`src/rtl/ptf_pkg.sv`:
```
// Package: shared constants for the parallel port test FIFO slice.
// Assumes an 8-bit data path and a 2-bit register select.
package ptf_pkg;
    localparam int BYTE_W = 8;

    // Register select codes
    localparam logic [1:0] SEL_DATA = 2'd0;
    localparam logic [1:0] SEL_CFGB = 2'd1;
    localparam logic [1:0] SEL_CTRL = 2'd2;

    // Mode field codes
    localparam logic [2:0] MODE_TEST = 3'b110;
    localparam logic [2:0] MODE_CFG  = 3'b111;

    // Configuration A constant: 8-bit implementation
    localparam logic [BYTE_W-1:0] CFGA_VALUE = 8'h10;

    // Builds the configuration B byte from its fields.
    function automatic logic [BYTE_W-1:0] cfgb_byte(input logic irq_now,
                                                    input logic [2:0] irq_code,
                                                    input logic [2:0] dma_code);
        return {1'b0, irq_now, irq_code, dma_code};
    endfunction
endpackage

```
`src/rtl/ptf_fifo_store.sv`:
```
// Module: FIFO storage with occupancy count. Drops pushes when full,
// ignores pops when empty, flush has priority over both.
// Assumes push and pop are already qualified by mode and select.
module ptf_fifo_store #(
    parameter int DEPTH = 16,
    parameter int W     = 8,
    localparam int PW   = (DEPTH > 1) ? $clog2(DEPTH) : 1,
    localparam int CW   = $clog2(DEPTH + 1)
) (
    input  logic          clk,
    input  logic          rst_n,
    input  logic          push,
    input  logic          pop,
    input  logic          flush,
    input  logic [W-1:0]  push_data,
    output logic [W-1:0]  head,
    output logic [CW-1:0] occ,
    output logic          full,
    output logic          empty
);
    localparam logic [PW-1:0] LAST_IDX = PW'(DEPTH - 1);
    localparam logic [CW-1:0] FULL_CNT = CW'(DEPTH);

    logic [W-1:0]  mem [DEPTH];
    logic [PW-1:0] wr_ptr, rd_ptr;
    logic          do_push, do_pop;

    // Qualify requests with the current occupancy
    always_comb begin
        do_push = push && !full;
        do_pop  = pop && !empty;
    end

    // Store accepted bytes
    always_ff @(posedge clk) begin
        if (do_push && !flush) begin
            mem[wr_ptr] <= push_data;
        end
    end

    // Advance pointers and occupancy
    always_ff @(posedge clk) begin
        if (!rst_n || flush) begin
            wr_ptr <= '0;
            rd_ptr <= '0;
            occ    <= '0;
        end else begin
            if (do_push) begin
                wr_ptr <= (wr_ptr == LAST_IDX) ? '0 : wr_ptr + 1'b1;
            end
            if (do_pop) begin
                rd_ptr <= (rd_ptr == LAST_IDX) ? '0 : rd_ptr + 1'b1;
            end
            if (do_push && !do_pop) begin
                occ <= occ + 1'b1;
            end else if (do_pop && !do_push) begin
                occ <= occ - 1'b1;
            end
        end
    end

    // Flags and head byte from the registered state
    always_comb begin
        full  = (occ == FULL_CNT);
        empty = (occ == '0);
        head  = mem[rd_ptr];
    end
endmodule

```
`src/rtl/ptf_ctrl_reg.sv`:
```
// Module: extended control register holding mode and direction.
// Raises a flush pulse in the cycle a write changes the mode field.
// Assumes wr is already qualified by the control select.
module ptf_ctrl_reg (
    input  logic       clk,
    input  logic       rst_n,
    input  logic       wr,
    input  logic [7:0] wdata,
    output logic [2:0] mode,
    output logic       dir,
    output logic       flush
);
    // Detect a mode change on write
    always_comb begin
        flush = wr && (wdata[7:5] != mode);
    end

    // Hold mode and direction
    always_ff @(posedge clk) begin
        if (!rst_n) begin
            mode <= 3'b000;
            dir  <= 1'b0;
        end else if (wr) begin
            mode <= wdata[7:5];
            dir  <= wdata[4];
        end
    end
endmodule

```
`src/rtl/ptf_irq_gen.sv`:
```
// Module: level service interrupt from occupancy and direction.
// Assumes thresholds lie within 0..DEPTH.
module ptf_irq_gen #(
    parameter int CW     = 5,
    parameter int WR_THR = 8,
    parameter int RD_THR = 8
) (
    input  logic [CW-1:0] occ,
    input  logic          dir,
    input  logic          test_mode,
    output logic          service_irq
);
    localparam logic [CW-1:0] WR_T = CW'(WR_THR);
    localparam logic [CW-1:0] RD_T = CW'(RD_THR);

    // Pick the threshold comparison by direction
    always_comb begin
        if (!test_mode) begin
            service_irq = 1'b0;
        end else if (dir) begin
            service_irq = (occ >= RD_T);
        end else begin
            service_irq = (occ <= WR_T);
        end
    end
endmodule

```
`src/rtl/ptf_top.sv`:
```
// Module: parallel port test FIFO slice. Decodes register select and
// mode, routes FIFO accesses, returns configuration bytes, drives the
// head byte to the port lines. Assumes one register select per cycle.
module ptf_top #(
    parameter int DEPTH    = 16,
    parameter int WR_THR   = DEPTH / 2,
    parameter int RD_THR   = DEPTH / 2,
    parameter int IRQ_CODE = 5,
    parameter int DMA_CODE = 3,
    localparam int CW      = $clog2(DEPTH + 1)
) (
    input  logic       clk,
    input  logic       rst_n,
    input  logic [1:0] reg_sel,
    input  logic       wr_en,
    input  logic       rd_en,
    input  logic [7:0] wr_data,
    output logic [7:0] rd_data,
    output logic       fifo_full,
    output logic       fifo_empty,
    output logic       service_irq,
    output logic [7:0] port_data
);
    import ptf_pkg::*;

    logic [2:0]    mode;
    logic          dir;
    logic          flush;
    logic          test_mode;
    logic          fifo_wr, fifo_rd, ctrl_wr;
    logic [7:0]    head;
    logic [7:0]    last_rd;
    logic [7:0]    fifo_view;
    logic [CW-1:0] occ;

    // Decode accesses from select and mode
    always_comb begin
        test_mode = (mode == MODE_TEST);
        fifo_wr   = wr_en && (reg_sel == SEL_DATA) && test_mode;
        fifo_rd   = rd_en && (reg_sel == SEL_DATA) && test_mode;
        ctrl_wr   = wr_en && (reg_sel == SEL_CTRL);
    end

    ptf_ctrl_reg u_ctrl (
        .clk   (clk),
        .rst_n (rst_n),
        .wr    (ctrl_wr),
        .wdata (wr_data),
        .mode  (mode),
        .dir   (dir),
        .flush (flush)
    );

    ptf_fifo_store #(.DEPTH(DEPTH), .W(BYTE_W)) u_store (
        .clk       (clk),
        .rst_n     (rst_n),
        .push      (fifo_wr),
        .pop       (fifo_rd),
        .flush     (flush),
        .push_data (wr_data),
        .head      (head),
        .occ       (occ),
        .full      (fifo_full),
        .empty     (fifo_empty)
    );

    ptf_irq_gen #(.CW(CW), .WR_THR(WR_THR), .RD_THR(RD_THR)) u_irq (
        .occ         (occ),
        .dir         (dir),
        .test_mode   (test_mode),
        .service_irq (service_irq)
    );

    // Remember the last byte removed, for underflow reads
    always_ff @(posedge clk) begin
        if (!rst_n) begin
            last_rd <= '0;
        end else if (fifo_rd && !fifo_empty) begin
            last_rd <= head;
        end
    end

    // Value seen at the data location in test mode
    always_comb begin
        fifo_view = fifo_empty ? last_rd : head;
    end

    // Read data multiplexer
    always_comb begin
        rd_data = '0;
        unique case (reg_sel)
            SEL_DATA: begin
                if (test_mode)            rd_data = fifo_view;
                else if (mode == MODE_CFG) rd_data = CFGA_VALUE;
            end
            SEL_CFGB: begin
                if (mode == MODE_CFG)
                    rd_data = cfgb_byte(service_irq, 3'(IRQ_CODE), 3'(DMA_CODE));
            end
            SEL_CTRL: rd_data = {mode, dir, 2'b00, fifo_full, fifo_empty};
            default:  rd_data = '0;
        endcase
    end

    // Port data lines display the FIFO in test mode
    always_comb begin
        port_data = test_mode ? fifo_view : 8'h00;
    end
endmodule

```
`config.mk`:
```
export PLATFORM = sky130hd
export DESIGN_NAME = ptf_top
export DESIGN_NICKNAME = d
export VERILOG_FILES = /design/src/rtl/ptf_pkg.sv /design/src/rtl/ptf_fifo_store.sv /design/src/rtl/ptf_ctrl_reg.sv /design/src/rtl/ptf_irq_gen.sv /design/src/rtl/ptf_top.sv
export SDC_FILE = /design/constraint.sdc
export NUM_CORES = 1
export LEC_CHECK = 0
export CAP_MARGIN = 20
export CORE_ASPECT_RATIO = 1.1
export CORE_MARGIN = 2
export CORE_UTILIZATION = 40
export DETAILED_ROUTE_END_ITERATION = 6
export DONT_BUFFER_PORTS = 1
export HOLD_SLACK_MARGIN = 0.06
export MAX_ROUTING_LAYER = met4
export PLACE_DENSITY = 0.66
export SETUP_SLACK_MARGIN = 0.1
export SLEW_MARGIN = 20
export SYNTH_ARGS = -nofsm -noshare
export SYNTH_HDL_FRONTEND = slang
export SYNTH_SLANG_ARGS = --single-unit
```
`constraint.sdc`:
```
create_clock -name clk -period 3.5 [get_ports clk]
set_input_delay 0.175 -clock clk [delete_from_list [all_inputs] [get_ports clk]]
set_output_delay 0.175 -clock clk [all_outputs]
set_load 0.02 [all_outputs]
```
---- After elaboration in Yosys (flattened, before gate mapping) ----
Memory sizes are Yosys's and may differ from the RTL's. A register that Yosys moved wholly into a read port is not among the register bits.
Index checks and enable logic that the tools add are counted.
word-level totals
  bits in registers ....................... 25
  bits in latches ......................... 0
  bits in writable memories ............... 128
  bits in read-only memories .............. 0
  input bits .............................. 14
  output and inout bits ................... 19
  logic and storage cells ................. 58
  memories ................................ 1
cells by class
  add/sub/neg operators ................... 4
  multiply operators ...................... 0
  div/mod/pow operators ................... 0
  order comparisons ....................... 2
  equal/unequal tests ..................... 8
  shifts and indexed selects .............. 0
  mux-type cells .......................... 16
  bitwise logic cells ..................... 0
  reduce and logical (&&, ||, !) cells .... 21
memories
  name         depth  bits a word  read ports  clocked after memory_dff  wr ports  RTL line              RTL
  u_store.mem  16     8            1           1                         1         ptf_fifo_store.sv:24  logic [W-1:0] mem [DEPTH];
operators with widths
  cell                   number
  $mux W8                3
  $pmux W8 S3            1
  $mux W4                4
  $mux W5                3
  $logic_and A1 B1 Y1    11
  $add A4 B1 Y4 const B  2
  $eq A4 B4 Y1 const B   2
  $mux W7                1
  $eq A3 B3 Y1 const B   2
  $logic_not A1 Y1       6
  $add A5 B1 Y5 const B  1
  $eq A5 B5 Y1 const B   1
  $ge A5 B4 Y1 const B   1
  $le A5 B4 Y1 const B   1
  $logic_not A5 Y1       1
  $sub A5 B1 Y5 const B  1
  $mux W1                4
  $ne A3 B3 Y1           1
  $eq A2 B1 Y1 const B   1
  $eq A2 B2 Y1 const B   1
  $logic_not A2 Y1       1
  $reduce_bool A2 Y1     1
  $logic_or A1 B1 Y1     1

---- Depth between registers and ports, before layout ----
  depth in word-level cells ............... 8
  gate-level depth with buffers ........... 13
  gate-level depth less buffers ........... 11

---- By module ----
A second synthesis with hierarchy kept.
second synthesis, totals
  cell total of the unflattened synthesis .. 423
  area, all modules ....................... 6708.9 sq um
modules (own cells, without submodules)
  module          times used  cells an instance  area an instance (sq um)  sequential area each (sq um)
  ptf_fifo_store  1           318                5823.1                    4184.0
  ptf_top         1           84                 670.6                     160.2
  ptf_ctrl_reg    1           17                 187.7                     80.1
  ptf_irq_gen     1           4                  27.5                      0.0

---- Least setup slack after synthesis ----
No wires, ideal clock.
  path kind ............................... register to register
  start point ............................. register u_store.occ[0]
  end point ............................... register u_store.occ[4]
  setup time .............................. 0.070 ns
  arrival time ............................ 2.906 ns
  data required time ...................... 3.430 ns
  path slack .............................. 0.524 ns
  stages on the path, launching flop included .. 14
  buffers on the path ..................... 2
  clock period less this slack ............ 2.976 ns
  path through ............................ dfxtp_1 -> or3_4 -> or3_1 -> buf_6 -> nand3_4 -> buf_6 -> ha_1 -> inv_1 -> fa_1 -> a21o_1 -> a21oi_1 -> xnor2_1 -> or3_1 -> a21oi_1
on the way
  cells in the longest elaborated chain, start to end .. 6
  elaborated cells on any way between the ends .. 15
  classes of those cells .................. 2 x add/sub; 1 x eq/ne; 2 x mux; 10 x reduce/logical
RTL lines
  element                                                RTL line              RTL
  start, declared                                        ptf_fifo_store.sv:17  output logic [CW-1:0] occ,
  start signal, assigned                                 ptf_fifo_store.sv:55  occ <= occ + 1'b1;
  start signal, assigned                                 ptf_fifo_store.sv:57  occ <= occ - 1'b1;
  branches (longest 6 deep; another with $sub A5 B1 Y5)  n/a
Several ways; the timed one is not identified. The select of a mux whose other input is x is not followed.
A chain may end at the register's enable or synchronous reset.

---- Worst setup path after layout ----
Ends and elaborated chain as after synthesis.

==> results by group <==
CTS
  • CTS tree: yes
  • Setup Fix Bufs, Post-CTS: 0
  • Clock Tree Root: clkbuf_16
  • Sink Count: between 150 and 200
  • Post-CTS resize count: 0
  • CTS clk-pin slew, worst paths: around 0.06 ns
  • Clock tree buffer depth: 2
  • Post-CTS Hold Fix Bufs: 11
  • TritonCTS Buffers: 17
  • Worst skew pair latency: 0.42 ns
  • H-tree levels: 4

Job
  • Max-Cap Viols: 0

Die
  • Site Rows: slightly below 50
  • Core Region: 16400 um^2
  • Die Y: about 140 um
  • Initial core utilization: 41.0%
  • I/O pins: 33
  • DIE WIDTH: 128 um
  • Area of the die: roughly 18000 um^2

Detailed routing
  • Drt pass-1 iters: 4
  • Antenna Nets Post-Route: 0
  • Final WL: 14500 um
  • DRT iter0 DRCs: approximately 280
  • DRC violations left: 0
  • DR WL/cell: between 20 and 25 um
  • Via count: about 3700
  • DR vias/cell: between 5 and 6

Yosys
  • Most frequent cell after synthesis: edfxtp_1
  • Synth warnings: 0
  • Post-Syn Nets: ~450
  • Synth top area share: a little under three fifths
  • Most frequent cells after synthesis: edfxtp_1, nor2_1, dfxtp_1, mux4_2, a21oi_1
  • Ys async rst share: 0%
  • Gate Count Post-Synth: 425
  • Largest area contributor in the netlist: edfxtp_1
  • Post-synthesis sequential area ratio: between 60% and 70%
  • Mapped cell area: between 6000 and 7000 um^2
  • Syn_area_per_cell: around 16 um^2
  • Number of synthesized register bits: 157
  • Post-synth EDFFs: around 130
  • Synth area leaders: edfxtp_1, mux4_2, dfxtp_1
  • Top_reg_cell synth: edfxtp_1
  • Post-synth cell types: 60

Setup path
  • Worst-path cell chain: or3_4 > or3_1 > nand3_4 > ha_1 > inv_1 > fa_1 > a21o_1 > a21oi_1 > xnor2_1 > or3_1 > a21oi_1
  • CP Launch Type: flip-flop
  • Buf/Inv on CP: 1
  • Crit Path Max Fanout: 14
  • Critical path's top delay family: simple AND/OR/NAND/NOR gates
  • CP required: around 3.8 ns
  • Setup crit end kind: flip-flop
  • Crit path DAT: about 3.4 ns
  • Worst stage delay on the critical path: between 0.4 and 0.5 ns
  • Slowest-stage cell, CP: or3_4
  • Critical path class: flip-flop to flip-flop

Global routing
  • Largest net degree at the start of global routing: 30
  • Number of antenna violations at the first check in global routing: 1
  • Grt ovf: 0
  • GR Util All Layers: about 18%
  • Vias in the first global route: around 3700
  • First-pass GRT wire length: between 20000 and 25000 um

Placement
  • # port buffers: 0
  • DP Area: between 6000 and 7000 um^2
  • Final HPWL DP: 9230 um
  • GPL Wtd Cong: about 0.84

STA
  • Final setup TNS: 0 ns
  • Worst setup skew after layout: 0.00950 ns
  • Worst hold slack: between 0.09 and 0.1 ns
  • Slew headroom: approximately half
  • Fmax: about 330 MHz
  • Final Cycle Share: 87.5%
  • Worst slew pin tran: around 0.76 ns
  • Final Max Slew Viols: 0
  • Finish-stage setup viols: 0
  • Minimum clock period: 3.06 ns
  • Hold Vio Cnt, Final: 0
  • RSZ-0062 raised after global routing: false

Layout
  • # diodes: 0
  • Nets: roughly 480
  • Filler Cells Inserted: about 1400
  • Layout cell share with drive strength beyond 1: between 20% and 30%
  • Layout area overhead: 13.7%
  • Final Cell Area: 7660 um^2

Power and ir drop
  • Static Leak: between 2 and 3 nW
  • Power Density: approximately 500 nW/um^2
  • Maximum vdd drop: approximately 340 uV

Status
  • Outcome: finished, final reports clean

Min path
  • Worst Hold Class: input pin to flip-flop
placed cells by master (no fill, tap or decap), drive strengths merged, types with 3 or more instances in the layout:
master | netlist | final
ha | 9 | 9
and3 | 10 | 10
xor2 | 3 | 3
nor2b | 5 | 5
nand2 | 17 | 17
edfxtp | 128 | 128
or3 | 4 | 4
a21o | 3 | 3
dfxtp | 29 | 29
clkinv | 0 | 5
clkbuf | 2 | 18
o21ai | 17 | 17
a32oi | 3 | 3
mux2 | 6 | 6
xnor2 | 6 | 6
dlygate4sd3 | 0 | 11
mux2i | 13 | 13
nor2 | 36 | 36
a21oi | 26 | 26
buf | 20 | 20
nand2b | 3 | 3
nand3 | 16 | 16
inv | 6 | 11
mux4 | 32 | 32
flip-flops by register name, indices dropped and copies added (netlist names), named ones only:
name and cells:
u_ctrl.mode 3, last_rd 8, u_ctrl.dir 1, u_store.mem 128, u_store.wr_ptr 4, u_store.rd_ptr 4
u_store.occ 5
worst register-to-register path, delay by kind of cell, from the launching register on:
family	cells	cell delay [ns]
AO/OA/AOI/OAI	3	0.50
buffers and inverters	1	0.11
adder cells (fa/ha/maj)	2	0.63
XOR/XNOR	1	0.09
flip-flops	1	0.36
AND/OR/NAND/NOR	4	1.30
through the flow:
step	utilization (%)	setup slack (ns)	power [W]	cells
3_3_place_gp	42.5	0.514	0.00208	627
5_1_grt	46.6	0.204	0.00398	669
2_1_floorplan	-	0.524	0.00208	425
6_report	46.6	0.438	0.00386	669
4_1_cts	46.6	0.400	0.00390	669
3_5_place_dp	42.5	0.459	0.00208	627
per-layer routing:
layer  wire length, um  global-route usage (%)
met1              6170                    23.1
met2              7140                    27.9
met3              1150                    4.09
met4                73                    5.09
met5                 0                       -
cell families (layout without fill, tap and decap cells):
kind of cell             Yosys count  in the layout  share of synthesized area (%)
multiplexers                      51             51                           13.9
buffers and inverters             28             68                           2.75
XOR/XNOR                           9              9                           1.17
AO/OA/AOI/OAI                     68             68                           6.33
flip-flops                       157            157                           65.7
AND/OR/NAND/NOR                  102            102                           8.25
adder cells (fa/ha/maj)           10             10                           1.97
cell type report:
cell class	instances	area, um^2	area share (%)
clock buffers	18	429	5.60
clock inverters	13	139	1.81
inverters	6	25.0	0.327
multi-input cells	240	2130	27.8
flip-flops and latches	157	4430	57.8
well taps	204	255	3.33
repair buffers	31	260	3.40
final timing paths:
path / start / endpoint / slack, ns / cells after the start
setup / recovery: u_store.occ[0] / u_store.occ[4] / 0.44 / 11
hold / removal: reg_sel[0] / u_ctrl.dir / 0.1 / 3
setup reg to reg: u_store.occ[0] / u_store.occ[4] / 0.44 / 11
hold reg to reg: last_rd[3] / last_rd[3] / 0.46 / 2
where the power goes:
group | total (W) | switching (W) | internal (W)
clock | 0.00178 | 0.000733 | 0.00105
combinational | 0.0000551 | 0.0000383 | 0.0000168
sequential | 0.00202 | 0.00000331 | 0.00202
total | 0.00386 | 0.000775 | 0.00309
Note: power is estimated with default switching activity, not from simulation.
